**src/rtl/nrb_pkg.sv**
```systemverilog
// Shared types and helpers for the narrow-memory read bridge.
// Assumes a 32-bit little-endian CPU data path.
package nrb_pkg;

    typedef enum logic [1:0] {
        RG_NONE = 2'd0,
        RG_FAST = 2'd1,
        RG_SLOW = 2'd2
    } region_e;

    localparam logic [7:0] SLOW_REGION_TAG = 8'h02;
    localparam logic [7:0] FAST_REGION_TAG = 8'h03;

    // Rotate a word right by a whole number of bytes.
    function automatic logic [31:0] ror_bytes(input logic [31:0] w, input logic [1:0] nb);
        logic [31:0] r;
        case (nb)
            2'd0:    r = w;
            2'd1:    r = {w[7:0],  w[31:8]};
            2'd2:    r = {w[15:0], w[31:16]};
            default: r = {w[23:0], w[31:24]};
        endcase
        return r;
    endfunction

endpackage

```
**src/rtl/nrb_region_decode.sv**
```systemverilog
// Region decoder: maps the top address byte to a target memory.
// Assumes the region tag occupies the whole top byte; everything else is unmapped.
module nrb_region_decode
    import nrb_pkg::*;
(
    input  logic [7:0] addr_tag,
    output region_e    region
);

    // Pure tag comparison; no state.
    always_comb begin
        if (addr_tag == SLOW_REGION_TAG)      region = RG_SLOW;
        else if (addr_tag == FAST_REGION_TAG) region = RG_FAST;
        else                                  region = RG_NONE;
    end

endmodule

```
**src/rtl/nrb_fetch_ctrl.sv**
```systemverilog
// Fetch sequencer: accepts one request at a time, runs the wait-state counter,
// issues one fast word fetch or one/two slow halfword fetches, and collects the
// fetched data into two halfword lanes.
// Assumes both memories return read data combinationally while enabled.
module nrb_fetch_ctrl
    import nrb_pkg::*;
#(
    parameter int FAST_AW = 9,
    parameter int SLOW_AW = 10,
    parameter int FAST_WS = 0,
    parameter int SLOW_WS = 2
) (
    input  logic               clk,
    input  logic               rst_n,
    input  logic               req,
    input  region_e            req_region,
    input  logic [31:0]        req_addr,
    input  logic [1:0]         req_size,
    output logic               fr_en,
    output logic [FAST_AW-1:0] fr_addr,
    input  logic [31:0]        fr_rdata,
    output logic               sr_en,
    output logic [SLOW_AW-1:0] sr_addr,
    input  logic [15:0]        sr_rdata,
    output logic               resp_valid,
    output logic [31:0]        resp_word,
    output logic [1:0]         resp_off,
    output logic [1:0]         resp_size
);

    localparam int MAX_WS = (FAST_WS > SLOW_WS) ? FAST_WS : SLOW_WS;
    localparam int CNT_W  = $clog2(MAX_WS + 2);
    localparam logic [CNT_W-1:0] FAST_LIM = CNT_W'(FAST_WS);
    localparam logic [CNT_W-1:0] SLOW_LIM = CNT_W'(SLOW_WS);
    localparam int LANES  = 2;

    typedef enum logic [1:0] {ST_IDLE, ST_ACCESS, ST_RESP} state_e;

    state_e               state;
    region_e              lat_region;
    logic [1:0]           lat_off;
    logic [1:0]           lat_size;
    logic [FAST_AW-1:0]   lat_fidx;
    logic [SLOW_AW-2:0]   lat_sidx;
    logic [CNT_W-1:0]     cnt;
    logic                 phase;
    logic [LANES-1:0][15:0] lane_q;

    logic                 accept;
    logic [CNT_W-1:0]     ws_lim;
    logic                 last_wait;
    logic                 two_phase;
    logic                 lane_sel;
    logic                 capture;

    // Control decodes derived from the latched request.
    always_comb begin
        accept    = (state == ST_IDLE) && req;
        ws_lim    = (lat_region == RG_FAST) ? FAST_LIM : SLOW_LIM;
        last_wait = (cnt == ws_lim);
        two_phase = (lat_region == RG_SLOW) && lat_size[1];
        lane_sel  = lat_size[1] ? phase : lat_off[1];
        capture   = (state == ST_ACCESS) && last_wait;
    end

    // Sequencer state, wait counter and request latch.
    always_ff @(posedge clk) begin
        if (!rst_n) begin
            state      <= ST_IDLE;
            lat_region <= RG_NONE;
            lat_off    <= '0;
            lat_size   <= '0;
            lat_fidx   <= '0;
            lat_sidx   <= '0;
            cnt        <= '0;
            phase      <= 1'b0;
        end else begin
            case (state)
                ST_IDLE: begin
                    if (req) begin
                        lat_region <= req_region;
                        lat_off    <= req_addr[1:0];
                        lat_size   <= req_size;
                        lat_fidx   <= req_addr[FAST_AW+1:2];
                        lat_sidx   <= req_addr[SLOW_AW:2];
                        cnt        <= '0;
                        phase      <= 1'b0;
                        state      <= (req_region == RG_NONE) ? ST_RESP : ST_ACCESS;
                    end
                end
                ST_ACCESS: begin
                    if (last_wait) begin
                        if (two_phase && !phase) begin
                            phase <= 1'b1;
                            cnt   <= '0;
                        end else begin
                            state <= ST_RESP;
                        end
                    end else begin
                        cnt <= cnt + 1'b1;
                    end
                end
                default: state <= ST_IDLE;
            endcase
        end
    end

    // One data-collection register per halfword lane.
    for (genvar g = 0; g < LANES; g++) begin : g_lane
        // Clear on acceptance, then load from whichever memory serves this lane.
        always_ff @(posedge clk) begin
            if (!rst_n) begin
                lane_q[g] <= '0;
            end else if (accept) begin
                lane_q[g] <= '0;
            end else if (capture) begin
                if (lat_region == RG_FAST)
                    lane_q[g] <= fr_rdata[16*g +: 16];
                else if (lane_sel == 1'(g))
                    lane_q[g] <= sr_rdata;
            end
        end
    end

    // Memory-side drive and response outputs.
    always_comb begin
        fr_en      = (state == ST_ACCESS) && (lat_region == RG_FAST);
        fr_addr    = lat_fidx;
        sr_en      = (state == ST_ACCESS) && (lat_region == RG_SLOW);
        sr_addr    = {lat_sidx, lane_sel};
        resp_valid = (state == ST_RESP);
        resp_word  = {lane_q[1], lane_q[0]};
        resp_off   = lat_off;
        resp_size  = lat_size;
    end

endmodule

```
**src/rtl/nrb_align.sv**
```systemverilog
// Result aligner: applies byte/halfword extraction and misaligned rotation to
// the assembled aligned word. Purely combinational.
// Assumes size 2 and 3 both mean a full word.
module nrb_align
    import nrb_pkg::*;
(
    input  logic [31:0] word,
    input  logic [1:0]  off,
    input  logic [1:0]  size,
    output logic [31:0] data
);

    logic [31:0] shifted;
    logic [15:0] half;

    // Select the size-specific view of the aligned word.
    always_comb begin
        shifted = ror_bytes(word, off);
        half    = off[1] ? word[31:16] : word[15:0];
        if (size[1])
            data = shifted;
        else if (size[0])
            data = ror_bytes({16'h0000, half}, {1'b0, off[0]});
        else
            data = {24'h000000, shifted[7:0]};
    end

endmodule

```
**src/rtl/narrow_read_bridge.sv**
```systemverilog
// Narrow-memory read bridge: decodes the region, sequences fetches from a 32-bit
// or 16-bit RAM with parameter-set wait states, and returns a rotated result.
// Assumes one outstanding request and combinational memory read data.
module narrow_read_bridge
    import nrb_pkg::*;
#(
    parameter int FAST_AW = 9,
    parameter int SLOW_AW = 10,
    parameter int FAST_WS = 0,
    parameter int SLOW_WS = 2
) (
    input  logic               clk,
    input  logic               rst_n,
    input  logic               req,
    input  logic [31:0]        addr,
    input  logic [1:0]         size,
    output logic               ready,
    output logic [31:0]        rdata,
    output logic               fr_en,
    output logic [FAST_AW-1:0] fr_addr,
    input  logic [31:0]        fr_rdata,
    output logic               sr_en,
    output logic [SLOW_AW-1:0] sr_addr,
    input  logic [15:0]        sr_rdata
);

    region_e     region;
    logic        resp_valid;
    logic [31:0] resp_word;
    logic [1:0]  resp_off;
    logic [1:0]  resp_size;
    logic [31:0] aligned;

    nrb_region_decode u_dec (
        .addr_tag (addr[31:24]),
        .region   (region)
    );

    nrb_fetch_ctrl #(
        .FAST_AW (FAST_AW),
        .SLOW_AW (SLOW_AW),
        .FAST_WS (FAST_WS),
        .SLOW_WS (SLOW_WS)
    ) u_ctrl (
        .clk        (clk),
        .rst_n      (rst_n),
        .req        (req),
        .req_region (region),
        .req_addr   (addr),
        .req_size   (size),
        .fr_en      (fr_en),
        .fr_addr    (fr_addr),
        .fr_rdata   (fr_rdata),
        .sr_en      (sr_en),
        .sr_addr    (sr_addr),
        .sr_rdata   (sr_rdata),
        .resp_valid (resp_valid),
        .resp_word  (resp_word),
        .resp_off   (resp_off),
        .resp_size  (resp_size)
    );

    nrb_align u_align (
        .word (resp_word),
        .off  (resp_off),
        .size (resp_size),
        .data (aligned)
    );

    // Gate the result so the bus reads zero outside the response cycle.
    always_comb begin
        ready = resp_valid;
        rdata = resp_valid ? aligned : 32'h0;
    end

endmodule

```
**config.mk**
```make
export PLATFORM = sky130hd
export DESIGN_NAME = narrow_read_bridge
export DESIGN_NICKNAME = d
export VERILOG_FILES = /design/src/rtl/nrb_pkg.sv /design/src/rtl/nrb_region_decode.sv /design/src/rtl/nrb_fetch_ctrl.sv /design/src/rtl/nrb_align.sv /design/src/rtl/narrow_read_bridge.sv
export SDC_FILE = /design/constraint.sdc
export NUM_CORES = 1
export LEC_CHECK = 0
export BUFFER_PORTS_ARGS = -buffer_cell sky130_fd_sc_hd__buf_4
export CAP_MARGIN = 20
export CORE_MARGIN = 4
export CORE_UTILIZATION = 55
export CTS_CLUSTER_SIZE = 14
export DETAILED_ROUTE_END_ITERATION = 12
export GPL_TIMING_DRIVEN = 0
export PLACE_DENSITY = 0.86
export SLEW_MARGIN = 25
export SYNTH_ARGS = -nofsm -noshare
export SYNTH_HDL_FRONTEND = slang
export SYNTH_HIERARCHICAL = 1
export SYNTH_SLANG_ARGS = --single-unit
```
**constraint.sdc**
```tcl
create_clock -name clk -period 2.7 [get_ports clk]
set_clock_uncertainty 0.05 [all_clocks]
set_input_delay 0.135 -clock clk [delete_from_list [all_inputs] [get_ports clk]]
set_output_delay 0.135 -clock clk [all_outputs]
set_load 0.05 [all_outputs]
```
==> flow_metrics.py <==
metrics = {
    "timing": {
        "fmax_ghz": 0.409,
        "period_needed_ns": 2.45,
        "timing.setup.tns_ns": 0,
        "setup_violations": 0,
        "hold_ws_ns": 0.0264,
        "period_share_pct": 90.6,
        "worstMarginPinSlew_ns": 0.618,
        "rsz0062_at_grt": "no",
        "fin_ws_ns": 0.253,
        "relSlewSlack_pct": 58.8,
        "hold_violations": 0,
        "slew_viol_final": 0,
    },
    "synth": {
        "synth_edf_count": 0,
        "syn_area_per_cell_um2": 9.04,
        "seq_area_frac_synth_pct": 25.1,
        "synth_top_area_cell": "dfxtp_1",
        "netlist.area_leader.share_pct": 25.1,
        "synthTopCellsByArea": "dfxtp_1, mux2i_1, mux2_2",
        "synth_fp_nets": 543,
        "synth_async_sr_flop_share_pct": 0,
        "synth_ff_type": "dfxtp_1",
        "yosys_warnings": 6,
        "synth.distinct_cells": 55,
        "syn_area_um2": 4140,
        "synth-seq-cells": 52,
        "synthCells": 458,
    },
    "pwr": {
        "internal-power_mw": 1.17,
        "irDropWorstVdd_uv": 225,
        "switching_share_pct": 29.6,
        "p_switching_mw": 0.491,
        "leakage_nw": 2.35,
        "clkPwrFrac_pct": 28.4,
        "power_frac_seq_pct": 47.9,
        "power_frac_comb_pct": 23.7,
        "powerDensity_nw_per_um2": 313,
    },
    "grt": {
        "grt_use_met1_pct": 33.8,
        "grt_use_total_pct": 27.4,
        "grt_overflow_total": 0,
        "met3_usage_pct": 5.42,
        "grt_pass1_vias": 4036,
        "grt_max_degree": 17,
        "antenna_found_initial": 0,
        "grtUsageMet2_pct": 47.0,
        "top_usage_layer": "met2",
        "grt_pass1_wl_um": 19400,
    },
    "die": {
        "core_um2": 7290,
        "start_util_pct": 56.8,
        "rows": 31,
        "design.die.area_um2": 8980,
        "ios": 139,
        "chipWidth_um": 94.8,
        "fp.dieH_um": 94.8,
    },
    "routing": {
        "avgViaCountPerCell": 5.77,
        "dr.pass1.iters": 5,
        "vias": 3977,
        "wl_per_cell_um": 17.4,
        "ant_nets": 0,
        "drc_errors": 0,
        "routed_wl_um": 12000,
        "drt_iter0_markers": 240,
    },
    "min_path": {
        "hold_path_class": "primary input to flip-flop",
    },
    "clock_tree": {
        "root_buffer": "clkbuf_8",
        "cts-buffers-inserted": 5,
        "clkTransAtPathRegs_ns": 0.09,
        "cts_sinks": 52,
        "cts_hold_buf": 0,
        "cts_tree": "yes",
        "cts_resized": 0,
        "cts_setup_buffers": 0,
        "insertion_delay_ns": 0.30,
        "h-tree-depth": 2,
        "clockBufferDepth": 2,
    },
    "setup_path": {
        "cp_max_fo": 10,
        "crit_required_ns": 2.52,
        "startpoint_type": "flip-flop",
        "cp.arrival_ns": 2.26,
        "crit_type": "flip-flop to output pin",
        "endpoint_kind": "output pin",
    },
    "final_layout": {
        "syn_to_final_growth_pct": 28.0,
        "insertedDiodeCount": 0,
        "drive_gt1_share_pct": 43.6,
        "fin_nets": 674,
    },
    "run": {
        "drv_cap": 0,
    },
    "place": {
        "port_buffers": 124,
        "pre_cts_ws_ns": 0.646,
        "globalplace.congestion": 0.947,
        "hpwl_um": 9570,
    },
    "status": {
        "status": "completed",
    },
}
-- registers in the layout, summed over array words and instances (netlist names) --
name and flops:
u_ctrl/cnt 2, u_ctrl/lat_region 2, u_ctrl/lat_sidx 9, u_ctrl/phase 1, u_ctrl/resp_off 2, u_ctrl/resp_size 2
u_ctrl/resp_word 32, u_ctrl/state 2
-- cells in the mapped netlist, types with 6 or more instances --
| master | n |
|---|---|
| nor2_1 | 13 |
| buf_6 | 6 |
| and2_2 | 32 |
| clkbuf_1 | 12 |
| mux2i_1 | 47 |
| o31ai_1 | 6 |
| nor2b_1 | 12 |
| nand2_1 | 100 |
| a22oi_1 | 6 |
| o21ai_0 | 6 |
| a21boi_0 | 23 |
| mux2_2 | 35 |
| buf_4 | 15 |
| buf_2 | 6 |
| a211oi_1 | 7 |
| dfxtp_1 | 52 |
| and2_1 | 8 |
| mux4_2 | 16 |
-- cell usage in the layout (no fill, tap or decap), types with 2 or more instances in the layout --
cell      count
clkbuf_2      3
clkbuf_1     12
buf_6         6
o21ai_1       3
o21ai_0       6
buf_4       139
a221o_1       4
nand3_1       3
or2b_1        2
nand3b_1      5
a22oi_1       6
dfxtp_1      52
mux2_2       35
nand2b_1      2
nand2_1     100
clkbuf_8      6
mux2i_1      47
o21a_1        2
and2_2       32
and2_1        8
a21boi_0     23
nor2b_1      12
a31oi_1       2
mux4_2       16
nor2_1       13
buf_2         6
a211oi_1      7
o31ai_1       6
o22a_1        3
-- power by group through the flow --
stage	clock network, mW	registers, mW	logic [mW]
finish	0.471	0.795	0.393
global route	0.509	0.797	0.419
CTS	0.476	0.795	0.391
detailed placement	0	0.812	0.390
global placement	0	0.811	0.385
floorplan	0	0.834	0.209
-- per-layer routing --
metal / wire length (um) / share of wire (%)
met1: 4850 / 41
met3: 1010 / 8.4
met2: 5830 / 49
met4: 282 / 2.4
met5: 0 / 0
-- critical path, cell delays in order (launching register included) --
cell      delay, ns
dfxtp_1        0.54
clkbuf_1       0.39
inv_1          0.26
o31ai_1        0.37
and2_2         0.20
buf_4          0.19
-- cell families (layout without fill, tap and decap cells) --
| logic type | Yosys count | after routing | share of synthesized area [%] |
|---|---|---|---|
| multiplexers | 99 | 99 | 30.2 |
| XOR/XNOR | 1 | 1 | 0.212 |
| AO/OA/AOI/OAI | 68 | 68 | 12.7 |
| AND/OR/NAND/NOR | 192 | 192 | 24.6 |
| buffers and inverters | 46 | 178 | 7.16 |
| flip-flops | 52 | 52 | 25.1 |
-- metrics by stage --
stage	power (mW)	area, um^2	utilization (%)	std cells
after global routing	1.73	5300	72.6	689
final	1.66	5300	72.6	689
after CTS	1.66	5300	72.6	689
after detailed placement	1.20	5200	71.3	681
after floorplan	1.04	4150	-	458
after global placement	1.20	5200	71.3	681
-- worst paths after layout --
check | start | to | slack, ns | depth (start not counted)
min reg2reg | u_ctrl/lat_sidx[0]$_SDFFE_PN0P_ | u_ctrl/lat_sidx[0]$_SDFFE_PN0P_ | 0.44 | 2
min | addr[8] | u_ctrl/lat_sidx[6]$_SDFFE_PN0P_ | 0.03 | 3
max reg2reg | u_ctrl/state[0]$_SDFFE_PN0P_ | u_ctrl/resp_word[21]$_SDFFE_PP0P_ | 0.74 | 6
max | u_ctrl/resp_size[1]$_SDFFE_PN0P_ | rdata[25] | 0.25 | 5
-- area by class of cell --
cell class              count  area (um^2)
multi-input cells         360         2810
fillers                   579         1990
flip-flops and latches     52         1040
repair buffers            124          931
plain buffers              44          289
well taps                  99          124
clock buffers               6         82.6
clock inverters             2         13.8
inverters                   2         7.51
Power figures use the tool's default switching activity.
